[config.mk]
export PLATFORM = sky130hd
export DESIGN_NAME = i2c_cmdq_engine
export DESIGN_NICKNAME = d
export VERILOG_FILES = /design/src/rtl/i2c_cq_pkg.sv /design/src/rtl/i2c_cq_fifo.sv /design/src/rtl/i2c_cq_seq.sv /design/src/rtl/i2c_cmdq_engine.sv
export SDC_FILE = /design/constraint.sdc
export NUM_CORES = 1
export LEC_CHECK = 0
export ABC_AREA = 1
export BUFFER_PORTS_ARGS = -buffer_cell sky130_fd_sc_hd__clkbuf_2
export CORE_ASPECT_RATIO = 2
export CORE_MARGIN = 2
export CORE_UTILIZATION = 60
export CTS_CLUSTER_DIAMETER = 150
export DETAILED_ROUTE_END_ITERATION = 6
export PLACE_DENSITY = 0.78
export SLEW_MARGIN = 15
export SYNTH_ARGS = -nofsm -noshare
export SYNTH_HDL_FRONTEND = slang
export SYNTH_HIERARCHICAL = 1
export SYNTH_SLANG_ARGS = --single-unit
[constraint.sdc]
create_clock -name clk -period 10.35 [get_ports clk]
set_input_delay 1.5525 -clock clk [delete_from_list [all_inputs] [get_ports clk]]
set_output_delay 1.5525 -clock clk [all_outputs]
set_load 0.005 [all_outputs]
[src/rtl/i2c_cq_pkg.sv]
package i2c_cq_pkg;
  typedef enum logic [1:0] {
    OP_START = 2'd0,
    OP_STOP  = 2'd1,
    OP_WRITE = 2'd2,
    OP_READ  = 2'd3
  } op_kind_t;

  typedef enum logic [3:0] {
    S_IDLE, S_START, S_HDR, S_ALO, S_RS10, S_HDR_RD, S_DATA, S_NEXT, S_STOP
  } seq_state_t;

  localparam int CMD_W = 11;

  typedef struct packed {
    logic       rs;
    logic       stop;
    logic       rd;
    logic [7:0] data;
  } cmd_t;

  localparam logic [1:0] REG_CMD = 2'd0;
  localparam logic [1:0] REG_TGT = 2'd1;
  localparam logic [1:0] REG_CLR = 2'd2;
  localparam logic [1:0] REG_EN  = 2'd3;
endpackage

[src/rtl/i2c_cq_fifo.sv]
module i2c_cq_fifo #(
  parameter int W = 8,
  parameter int DEPTH = 16,
  localparam int AW = (DEPTH > 1) ? $clog2(DEPTH) : 1,
  localparam int CW = $clog2(DEPTH + 1)
) (
  input  logic          clk,
  input  logic          rst,
  input  logic          flush,
  input  logic          push,
  input  logic [W-1:0]  wdata,
  input  logic          pop,
  output logic [W-1:0]  rdata,
  output logic [CW-1:0] count,
  output logic          full,
  output logic          empty
);
  logic [W-1:0]  mem [DEPTH];
  logic [AW-1:0] wr_ptr, rd_ptr;
  logic          push_ok, pop_ok;

  assign full    = (count == CW'(DEPTH));
  assign empty   = (count == '0);
  assign push_ok = push && !full && !flush;
  assign pop_ok  = pop && !empty && !flush;
  assign rdata   = mem[rd_ptr];

  function automatic logic [AW-1:0] bump(input logic [AW-1:0] p);
    return (p == AW'(DEPTH - 1)) ? '0 : p + 1'b1;
  endfunction

  always_ff @(posedge clk) begin
    if (push_ok) mem[wr_ptr] <= wdata;
  end

  always_ff @(posedge clk) begin
    if (rst || flush) begin
      wr_ptr <= '0;
      rd_ptr <= '0;
      count  <= '0;
    end else begin
      if (push_ok) wr_ptr <= bump(wr_ptr);
      if (pop_ok)  rd_ptr <= bump(rd_ptr);
      count <= count + CW'(push_ok) - CW'(pop_ok);
    end
  end

  assert_level_bound_R12: assert property (@(posedge clk) disable iff (rst)
    count <= CW'(DEPTH));
  assert_no_overflow_R9: assert property (@(posedge clk) disable iff (rst)
    (push && full && !pop && !flush) |=> count == $past(count));
endmodule

[src/rtl/i2c_cq_seq.sv]
module i2c_cq_seq
  import i2c_cq_pkg::*;
(
  input  logic       clk,
  input  logic       rst,
  input  logic       en,
  input  logic       mode10,
  input  logic [9:0] tgt,
  input  logic       h_valid,
  input  cmd_t       head,
  input  logic       rx_full,
  output logic       tx_pop,
  output logic       tx_flush,
  output logic       rx_push,
  output logic       scl_hold,
  output logic       abort_evt,
  output logic       op_valid,
  output logic [1:0] op_kind,
  output logic [7:0] op_byte,
  output logic       op_nack,
  input  logic       op_done,
  input  logic       op_ack
);
  seq_state_t st;
  logic       dir_q;
  logic       step;
  logic [7:0] hdr_byte;

  assign hdr_byte = mode10 ? {5'b11110, tgt[9:8], 1'b0} : {tgt[6:0], dir_q};
  assign step     = op_valid && op_done;

  always_comb begin
    op_valid = 1'b0;
    op_kind  = OP_START;
    op_byte  = 8'h00;
    op_nack  = 1'b0;
    unique case (st)
      S_START, S_RS10: op_valid = 1'b1;
      S_HDR: begin
        op_valid = 1'b1; op_kind = OP_WRITE; op_byte = hdr_byte;
      end
      S_ALO: begin
        op_valid = 1'b1; op_kind = OP_WRITE; op_byte = tgt[7:0];
      end
      S_HDR_RD: begin
        op_valid = 1'b1; op_kind = OP_WRITE; op_byte = {5'b11110, tgt[9:8], 1'b1};
      end
      S_DATA: begin
        op_valid = !(head.rd && rx_full);
        op_kind  = head.rd ? OP_READ : OP_WRITE;
        op_byte  = head.data;
        op_nack  = head.rd && head.stop;
      end
      S_STOP: begin
        op_valid = 1'b1; op_kind = OP_STOP;
      end
      default: ;
    endcase
  end

  assign scl_hold = (st == S_NEXT && !h_valid) || (st == S_DATA && head.rd && rx_full);
  assign abort_evt = step && !op_ack &&
                     ((st == S_HDR) || (st == S_ALO) || (st == S_HDR_RD) ||
                      (st == S_DATA && !head.rd));
  assign tx_flush = abort_evt;
  assign tx_pop   = step && (st == S_DATA);
  assign rx_push  = tx_pop && head.rd;

  always_ff @(posedge clk) begin
    if (rst) begin
      st    <= S_IDLE;
      dir_q <= 1'b0;
    end else if (abort_evt) begin
      st <= S_STOP;
    end else begin
      unique case (st)
        S_IDLE: if (en && h_valid) begin
          dir_q <= head.rd;
          st    <= S_START;
        end
        S_START:  if (step) st <= S_HDR;
        S_HDR:    if (step) st <= mode10 ? S_ALO : S_DATA;
        S_ALO:    if (step) st <= dir_q ? S_RS10 : S_DATA;
        S_RS10:   if (step) st <= S_HDR_RD;
        S_HDR_RD: if (step) st <= S_DATA;
        S_DATA:   if (step) st <= head.stop ? S_STOP : S_NEXT;
        S_NEXT: if (h_valid) begin
          if (head.rs || (head.rd != dir_q)) begin
            dir_q <= head.rd;
            st    <= S_START;
          end else begin
            st <= S_DATA;
          end
        end
        S_STOP:   if (step) st <= S_IDLE;
        default:  st <= S_IDLE;
      endcase
    end
  end

  assert_op_stable_R1: assert property (@(posedge clk) disable iff (rst)
    (op_valid && !op_done) |=> (op_valid && $stable(op_kind) && $stable(op_byte)));
  assert_hold_quiet_R7: assert property (@(posedge clk) disable iff (rst)
    scl_hold |-> !op_valid);
  assert_abort_stop_R8: assert property (@(posedge clk) disable iff (rst)
    abort_evt |=> (op_valid && op_kind == OP_STOP && !h_valid));
  assert_no_start_disabled_R3: assert property (@(posedge clk) disable iff (rst)
    (st == S_IDLE && !en) |=> !op_valid);
  assert_rx_room_R13: assert property (@(posedge clk) disable iff (rst)
    (op_valid && op_kind == OP_READ) |-> !rx_full);
endmodule

[src/rtl/i2c_cmdq_engine.sv]
module i2c_cmdq_engine
  import i2c_cq_pkg::*;
#(
  parameter int TX_DEPTH = 16,
  parameter int RX_DEPTH = 16,
  localparam int TXL_W = $clog2(TX_DEPTH + 1),
  localparam int RXL_W = $clog2(RX_DEPTH + 1)
) (
  input  logic             clk,
  input  logic             rst,
  input  logic             reg_wr,
  input  logic [1:0]       reg_addr,
  input  logic [15:0]      reg_wdata,
  input  logic             rx_pop,
  output logic [7:0]       rx_data,
  output logic [RXL_W-1:0] rx_level,
  output logic [TXL_W-1:0] tx_level,
  output logic [7:0]       rx_depth_m1,
  output logic [7:0]       tx_depth_m1,
  output logic             abort_flag,
  output logic             tx_over_flag,
  output logic             rx_under_flag,
  output logic             ctl_en,
  output logic             scl_hold,
  output logic             op_valid,
  output logic [1:0]       op_kind,
  output logic [7:0]       op_byte,
  output logic             op_nack,
  input  logic             op_done,
  input  logic             op_ack,
  input  logic [7:0]       op_rdata
);
  logic [9:0] tgt_q;
  logic       mode10_q;
  logic       cmd_wr, clr_wr;
  logic       tx_full, tx_empty, rx_full, rx_empty;
  logic       tx_pop, tx_flush, rx_push, abort_evt;
  cmd_t       head;
  logic [CMD_W-1:0] head_raw;

  assign tx_depth_m1 = 8'(TX_DEPTH - 1);
  assign rx_depth_m1 = 8'(RX_DEPTH - 1);
  assign cmd_wr = reg_wr && (reg_addr == REG_CMD);
  assign clr_wr = reg_wr && (reg_addr == REG_CLR);
  assign head   = cmd_t'(head_raw);

  i2c_cq_fifo #(.W(CMD_W), .DEPTH(TX_DEPTH)) i_txq (
    .clk(clk), .rst(rst), .flush(tx_flush), .push(cmd_wr),
    .wdata(reg_wdata[CMD_W-1:0]), .pop(tx_pop), .rdata(head_raw),
    .count(tx_level), .full(tx_full), .empty(tx_empty));

  i2c_cq_fifo #(.W(8), .DEPTH(RX_DEPTH)) i_rxq (
    .clk(clk), .rst(rst), .flush(1'b0), .push(rx_push),
    .wdata(op_rdata), .pop(rx_pop), .rdata(rx_data),
    .count(rx_level), .full(rx_full), .empty(rx_empty));

  i2c_cq_seq i_seq (
    .clk(clk), .rst(rst), .en(ctl_en), .mode10(mode10_q), .tgt(tgt_q),
    .h_valid(!tx_empty), .head(head), .rx_full(rx_full),
    .tx_pop(tx_pop), .tx_flush(tx_flush), .rx_push(rx_push),
    .scl_hold(scl_hold), .abort_evt(abort_evt),
    .op_valid(op_valid), .op_kind(op_kind), .op_byte(op_byte), .op_nack(op_nack),
    .op_done(op_done), .op_ack(op_ack));

  always_ff @(posedge clk) begin
    if (rst) begin
      tgt_q         <= '0;
      mode10_q      <= 1'b0;
      ctl_en        <= 1'b0;
      abort_flag    <= 1'b0;
      tx_over_flag  <= 1'b0;
      rx_under_flag <= 1'b0;
    end else begin
      if (reg_wr && reg_addr == REG_TGT && !ctl_en) begin
        tgt_q    <= reg_wdata[9:0];
        mode10_q <= reg_wdata[12];
      end
      if (reg_wr && reg_addr == REG_EN) ctl_en <= reg_wdata[0];
      abort_flag    <= abort_evt || (abort_flag && !(clr_wr && reg_wdata[0]));
      tx_over_flag  <= (cmd_wr && tx_full) || (tx_over_flag && !(clr_wr && reg_wdata[1]));
      rx_under_flag <= (rx_pop && rx_empty) || (rx_under_flag && !(clr_wr && reg_wdata[2]));
    end
  end

  assert_txover_cause_R9: assert property (@(posedge clk) disable iff (rst)
    $rose(tx_over_flag) |-> $past(cmd_wr && tx_full));
  assert_rxunder_cause_R10: assert property (@(posedge clk) disable iff (rst)
    $rose(rx_under_flag) |-> $past(rx_pop && rx_empty));
  assert_abort_cause_R8: assert property (@(posedge clk) disable iff (rst)
    $rose(abort_flag) |-> $past(op_valid && op_done && !op_ack));
endmodule

Word-level counts from Yosys, hierarchy flattened:

Memories as Yosys holds them, arrays and structs flattened. A register that Yosys moved wholly into a read port is not among the register bits.
Index checks and enable logic that the tools add are counted.

* add/sub/neg operators: 8
* reduce and logical (&&, ||, !) cells: 63
* bitwise logic cells: 1
* multiplexer cells: 37
* equal/unequal tests: 37

Operator list (number)
* $mux W4: 19
* $pmux W4 S9: 1
* $pmux W8 S4: 1
* $logic_and A1 B1 Y1: 31
* $ne A3 B2 Y1 const B: 8
* $eq A4 B4 Y1 const B: 5
* $reduce_and A9 Y1: 2
* $add A4 B1 Y4 const B: 4
* $eq A4 B3 Y1 const B: 4
* $ne A2 B1 Y1 const B: 8
* $logic_not A1 Y1: 12
* $add A5 B1 Y5: 2
* $eq A5 B5 Y1 const B: 2
* $logic_not A5 Y1: 2
* $sub A5 B1 Y5: 2
* $logic_or A1 B1 Y1: 9
* $mux W1: 9
* $eq A4 B2 Y1 const B: 2
* $mux W8: 1
* $mux W3: 2
* $pmux W2 S3: 1
* $reduce_or A6 Y1: 1
* $reduce_and A5 Y1: 1
* $eq A2 B2 Y1 const B: 2
* other kinds (13): 15

* RAM bits: 304
* word-level logic and storage cells: 163
* memories kept: 2
* input port bits: 32
* output and inout port bits: 51
* register bits after elaboration: 46

Memory list
* i_txq.mem: depth 16, bits a word 11, rd ports 1, clocked after Yosys merged registers in 1, write ports 1, RTL line i2c_cq_fifo.sv:18 `logic [W-1:0] mem [DEPTH];`
* i_rxq.mem: depth 16, bits a word 8, rd ports 1, clocked after Yosys merged registers in 1, write ports 1, RTL line i2c_cq_fifo.sv:18

Longest topological paths before layout:

* depth after elaboration: 11
* depth in mapped cells: 28
* gate-level depth less buffers: 26

By module:

Netlist, hierarchy kept.

By module, submodules not included
* i2c_cq_fifo (i_txq): times used 1, area each 8334.2 um2, sequential area each 5625.4 um2, cells each 796
* i2c_cq_fifo (i_rxq): times used 1, area each 6279.8 um2, sequential area each 4184.0 um2, cells each 617
* i2c_cq_seq: times used 1, area each 769.5 um2, sequential area each 100.1 um2, cells each 144
* i2c_cmdq_engine: times used 1, area each 728.2 um2, sequential area each 300.3 um2, cells each 97

Least setup slack after synthesis:

OpenSTA, ideal clock, no wires.

* path kind: input -> register
* start: in op_done
* end: reg i_txq.count[4]
* buffers on the path: 1
* arrival: 3.559 ns
* data required time: 10.237 ns
* slack: 6.679 ns
* library setup time: 0.113 ns
* cell stages on the path: 17
* cells stage by stage: inv_1 o21bai_4 nor2_2 buf_4 nor2_1 nand2_1 inv_1 ha_1 inv_1 ha_1 fa_1 nand2_1 nand2_1 a21oi_1 nand2_1 nand2_1 nor2_1

* longest elaborated chain between the ends: 7
* elaborated cells between the ends (all ways): 11
* those cells by class: 2 x add/sub; 9 x reduce/logical

Ends and longest elaborated chain
* start: declaration: RTL line i2c_cmdq_engine.sv:29 `input logic op_done,`
* $logic_and A1 B1 Y1 *: RTL line i2c_cq_seq.sv:30 `assign step = op_valid && op_done;`
* $logic_and A1 B1 Y1 * (2 in a row): RTL line i2c_cq_seq.sv:62 `assign abort_evt = step && !op_ack &&`
* net abort_evt: RTL line i2c_cmdq_engine.sv:37 `logic tx_pop, tx_flush, rx_push, abort_evt;`
* $logic_not A1 Y1: RTL line i2c_cq_fifo.sv:24, i2c_cq_fifo.sv:25
* $logic_and A1 B1 Y1: RTL line i2c_cq_fifo.sv:24 `assign push_ok = push && !full && !flush;`
* $add A5 B1 Y5: RTL line i2c_cq_fifo.sv:44 `count <= count + CW'(push_ok) - CW'(pop_ok);`
* $sub A5 B1 Y5: RTL line i2c_cq_fifo.sv:44
* end signal: assignment: RTL line i2c_cq_fifo.sv:44
* end: declaration: RTL line i2c_cq_fifo.sv:14 `output logic [CW-1:0] count,`

Mark *: on every way through the listed nets, which the timed path passes. The rest lies on a longest branch.
A chain may end at the register's enable or synchronous reset.

==> impl_metrics.csv <==
group,metric,value,unit
clocking,clockBufferDepth,3,
logic_synthesis,synth_seq_cells,358,
critical_path,cp-start-kind,"flip-flop",
worst_hold_path,whs_path_depth,2,
critical_path,crit_top_cell,"nand3_1",
power_and_ir_drop,clockPowerShare,37.0,%
logic_synthesis,synth_top_area_share,56.7,%
logic_synthesis,ys_warn_count,6,
worst_hold_path,hold_start,"tx_over_flag",
die,initial_core_util,61.1,%
critical_path,reg2reg_to,"i_txq/mem[12][4]",
clocking,holdBufCountCts,0,
critical_path,path_buf_inv,5,
clocking,htreeDepth,1,
logic_synthesis,synth_cells,1654,
sta,max-slew-margin-rel,23.1,%
die,coreArea,26400,um2
detailed_routing,avgRoutedWirePerCell,17.3,um
power_and_ir_drop,pwr-share-comb,10.1,%
critical_path,crit_family,"buffers and inverters",
critical_path,crit_path_cell_trace,"buf_4, inv_2, nand3_1, nand3_1, nand3_1, nand2_1, nand2_1, inv_1, nor2_4, nor2_1, inv_1, clkbuf_2",
critical_path,reg2reg_depth,16,
power_and_ir_drop,power_frac_seq,52.8,%
sta,fin_crit,4870,ps
logic_synthesis,syn_area,16100,um2
global_route,grtUsageTotal,25.4,%
power_and_ir_drop,swShare,23.6,%
placement,finalWeightedCongestion,0.896,
logic_synthesis,synth_edf_count,304,
power_and_ir_drop,p_sw,0.717,mW
detailed_routing,dr_wl_met3,1560,um
layout,finalCoreUtilization,66.4,%
die,io_pins,83,
logic_synthesis,synth-seq-area-share,63.4,%
placement,io_buffers,62,
layout,antenna_cells,0,
layout,final_cell_area,17500,um2
detailed_routing,dr_wl_met2,20200,um
job,maxCapViolations,0,
die,fp.dieH,236,um
sta,fin_tns_setup,0,ps
logic_synthesis,postSynthAreaPerCell,9.74,um2
sta,final-setup-viol-count,0,
critical_path,critPathMaxStageDelay,850,ps
sta,max_freq,0.205,GHz
power_and_ir_drop,power.density,173,nW/um2
clocking,numCtsBuffers,29,
power_and_ir_drop,ir_drop,0.000169,V
global_route,grt_start_max_net_pins,78,
detailed_routing,drc,0,
sta,tightest_slew,1150,ps
die,fp.dieArea,28300,um2
placement,place_area,16500,um2
worst_hold_path,whs_endpoint,"tx_over_flag",
sta,finalHoldViolCount,0,
logic_synthesis,synth_top_area_cell,"edfxtp_1",
detailed_routing,drtPass1Iterations,5,
critical_path,path_class,"flip-flop to output pin",
critical_path,rrSetupSlack,5710,ps
detailed_routing,highest_layer,"met4",
detailed_routing,vias,11093,
critical_path,worstPathRequired,8800,ps
critical_path,crit_fanout,59,
die,row_count,84,
global_route,grt_pass1_wl,55200,um
critical_path,worstSetupEndpointType,"output pin",
logic_synthesis,synth_area_leaders,"edfxtp_1, nand2_1, dfxtp_1, nand3_1, inv_1",
power_and_ir_drop,p_int,2.32,mW
detailed_routing,via_per_inst,5.38,
run_status,run_status,"completed",
sta,slew_viol_final,0,
logic_synthesis,synthArstFlopShare,0,%
clocking,cts_setup_buffers,0,
layout,syn2layout_area_growth,8.71,%
clocking,clock-sinks,358,
logic_synthesis,yosysMostFrequentCell,"nand2_1",
logic_synthesis,synth_cell_types,36,
clocking,path_clk_slew,70,ps
clocking,insertion_delay,560,ps
worst_hold_path,hp-class,"flip-flop to flip-flop",
sta,clock_skew,11.0,ps
power_and_ir_drop,cellLeakagePower,7.18,nW
global_route,grt_antenna_before_repair,0,
die,die_w,120,um
global_route,grt_overflow,0,
layout,drive_gt1_share,9.43,%
detailed_routing,routed_wirelength,35700,um
clocking,cts_tree,"built",
sta,fin_crit_sh,47.0,%
critical_path,slowest_stage,"inv_2",
detailed_routing,ant_nets,0,
layout,fin_nets,1752,
detailed_routing,wl_met1,12100,um
logic_synthesis,synth_flop_cell,"edfxtp_1",
global_route,first_global_vias,10845,
sta,rsz0062_at_grt,"no",
detailed_routing,drtIter0Drc,944,
critical_path,worstPathArrival,3320,ps
logic_synthesis,synth_commonest_cells,"nand2_1, edfxtp_1, nand3_1",
clocking,cts_resized,0,
placement,dp_hpwl,23900,um
clocking,cts_root_buffer,"clkbuf_16",
[cell usage in the layout, fill, tap and decap left out, types with 3 or more instances in the layout]
cell type / n
a21oi_1: 22
conb_1: 19
o2111ai_1: 4
inv_1: 183
or2_2: 14
clkbuf_1: 3
edfxtp_1: 304
nand2_1: 477
nand2_4: 4
inv_2: 7
o211ai_1: 4
o21ai_1: 15
clkinv_2: 5
ha_1: 22
or2_1: 15
nand3_2: 3
clkbuf_2: 62
bufinv_16: 5
nand3_1: 212
nor2_2: 9
clkinv_1: 8
nor2_4: 3
xor2_1: 4
buf_4: 13
dfxtp_1: 52
clkbuf_16: 29
o21ai_0: 29
or2_0: 9
nand4_1: 10
nor2_1: 158
[flip-flops by register name (all words and copies together), names as in the netlist, 5 cells and up, named ones only]
| signal | cells |
|---|---|
| i_txq/count | 5 |
| tgt_q | 10 |
| i_txq/mem | 176 |
| i_rxq/mem | 128 |
| i_rxq/count | 5 |
[final cells by class]
| cell class | instances | area (um2) |
|---|---|---|
| Clock buffer | 32 | 737 |
| Clock inverter | 21 | 229 |
| Fill cell | 2012 | 8860 |
| Inverter | 191 | 719 |
| Multi-Input combinational cell | 1041 | 4780 |
| Sequential cell | 358 | 10200 |
| Tap cell | 344 | 430 |
| Timing Repair Buffer | 75 | 408 |
[worst reg2reg max path, delay by kind of cell, from the launching register on]
family	cells	cell delay [ps]
and+or+nand+nor	10	2270
AOI/OAI and AO/OA	1	210
buffers and inverters	5	1470
DFF	1	300
[power groups by stage]
stage	Clock, mW	Combinational [mW]	Sequential, mW
floorplan	0	0.212	1.63
global placement	0	0.295	1.64
detailed placement	0	0.302	1.64
CTS	1.14	0.305	1.60
global route	1.20	0.344	1.61
finish	1.13	0.307	1.60
[kinds of logic after synthesis]
logic type	synth area share, %
XOR/XNOR	0.217
other	0.0466
flip-flops	63.4
adder cells (fa/ha/maj)	1.96
AND/OR/NAND/NOR	24.4
AO/OA/AOI/OAI	2.62
buffers and inverters	7.42
[per-layer routing]
metal | vias to the layer above | GRT usage [%]
met2 | 315 | 50.5
met3 | 111 | 2.54
met1 | 5225 | 25.3
met5 | - | 0
met4 | 0 | 12.4
li1 | 5442 | -
[stage by stage]
step           worst slack (ps)  hold WS, ps  cells  total power, mW
6_report                   5480          468   2062             3.04
5_1_grt                    5200          492   2062             3.15
4_1_cts                    5450          470   2061             3.05
3_5_place_dp               5700          461   2008             1.94
3_3_place_gp               5720          451   2008             1.93
2_1_floorplan              6680          450   1671             1.84
[worst max path at each step]
| stage | end | slack (ps) | cells after the start | startpoint |
|---|---|---|---|---|
| after floorplan | i_txq/count[4] | 6680 | 17 | op_done |
| after global placement | i_txq/mem[4][6] | 5720 | 16 | flip-flop |
| after detailed placement | i_txq/mem[8][3] | 5700 | 16 | flip-flop |
| after CTS | op_valid | 5450 | 12 | flip-flop |
| after global routing | op_valid | 5200 | 12 | flip-flop |
| final | op_valid | 5480 | 12 | flip-flop |
No activity file was read; power rests on OpenSTA's default activity.
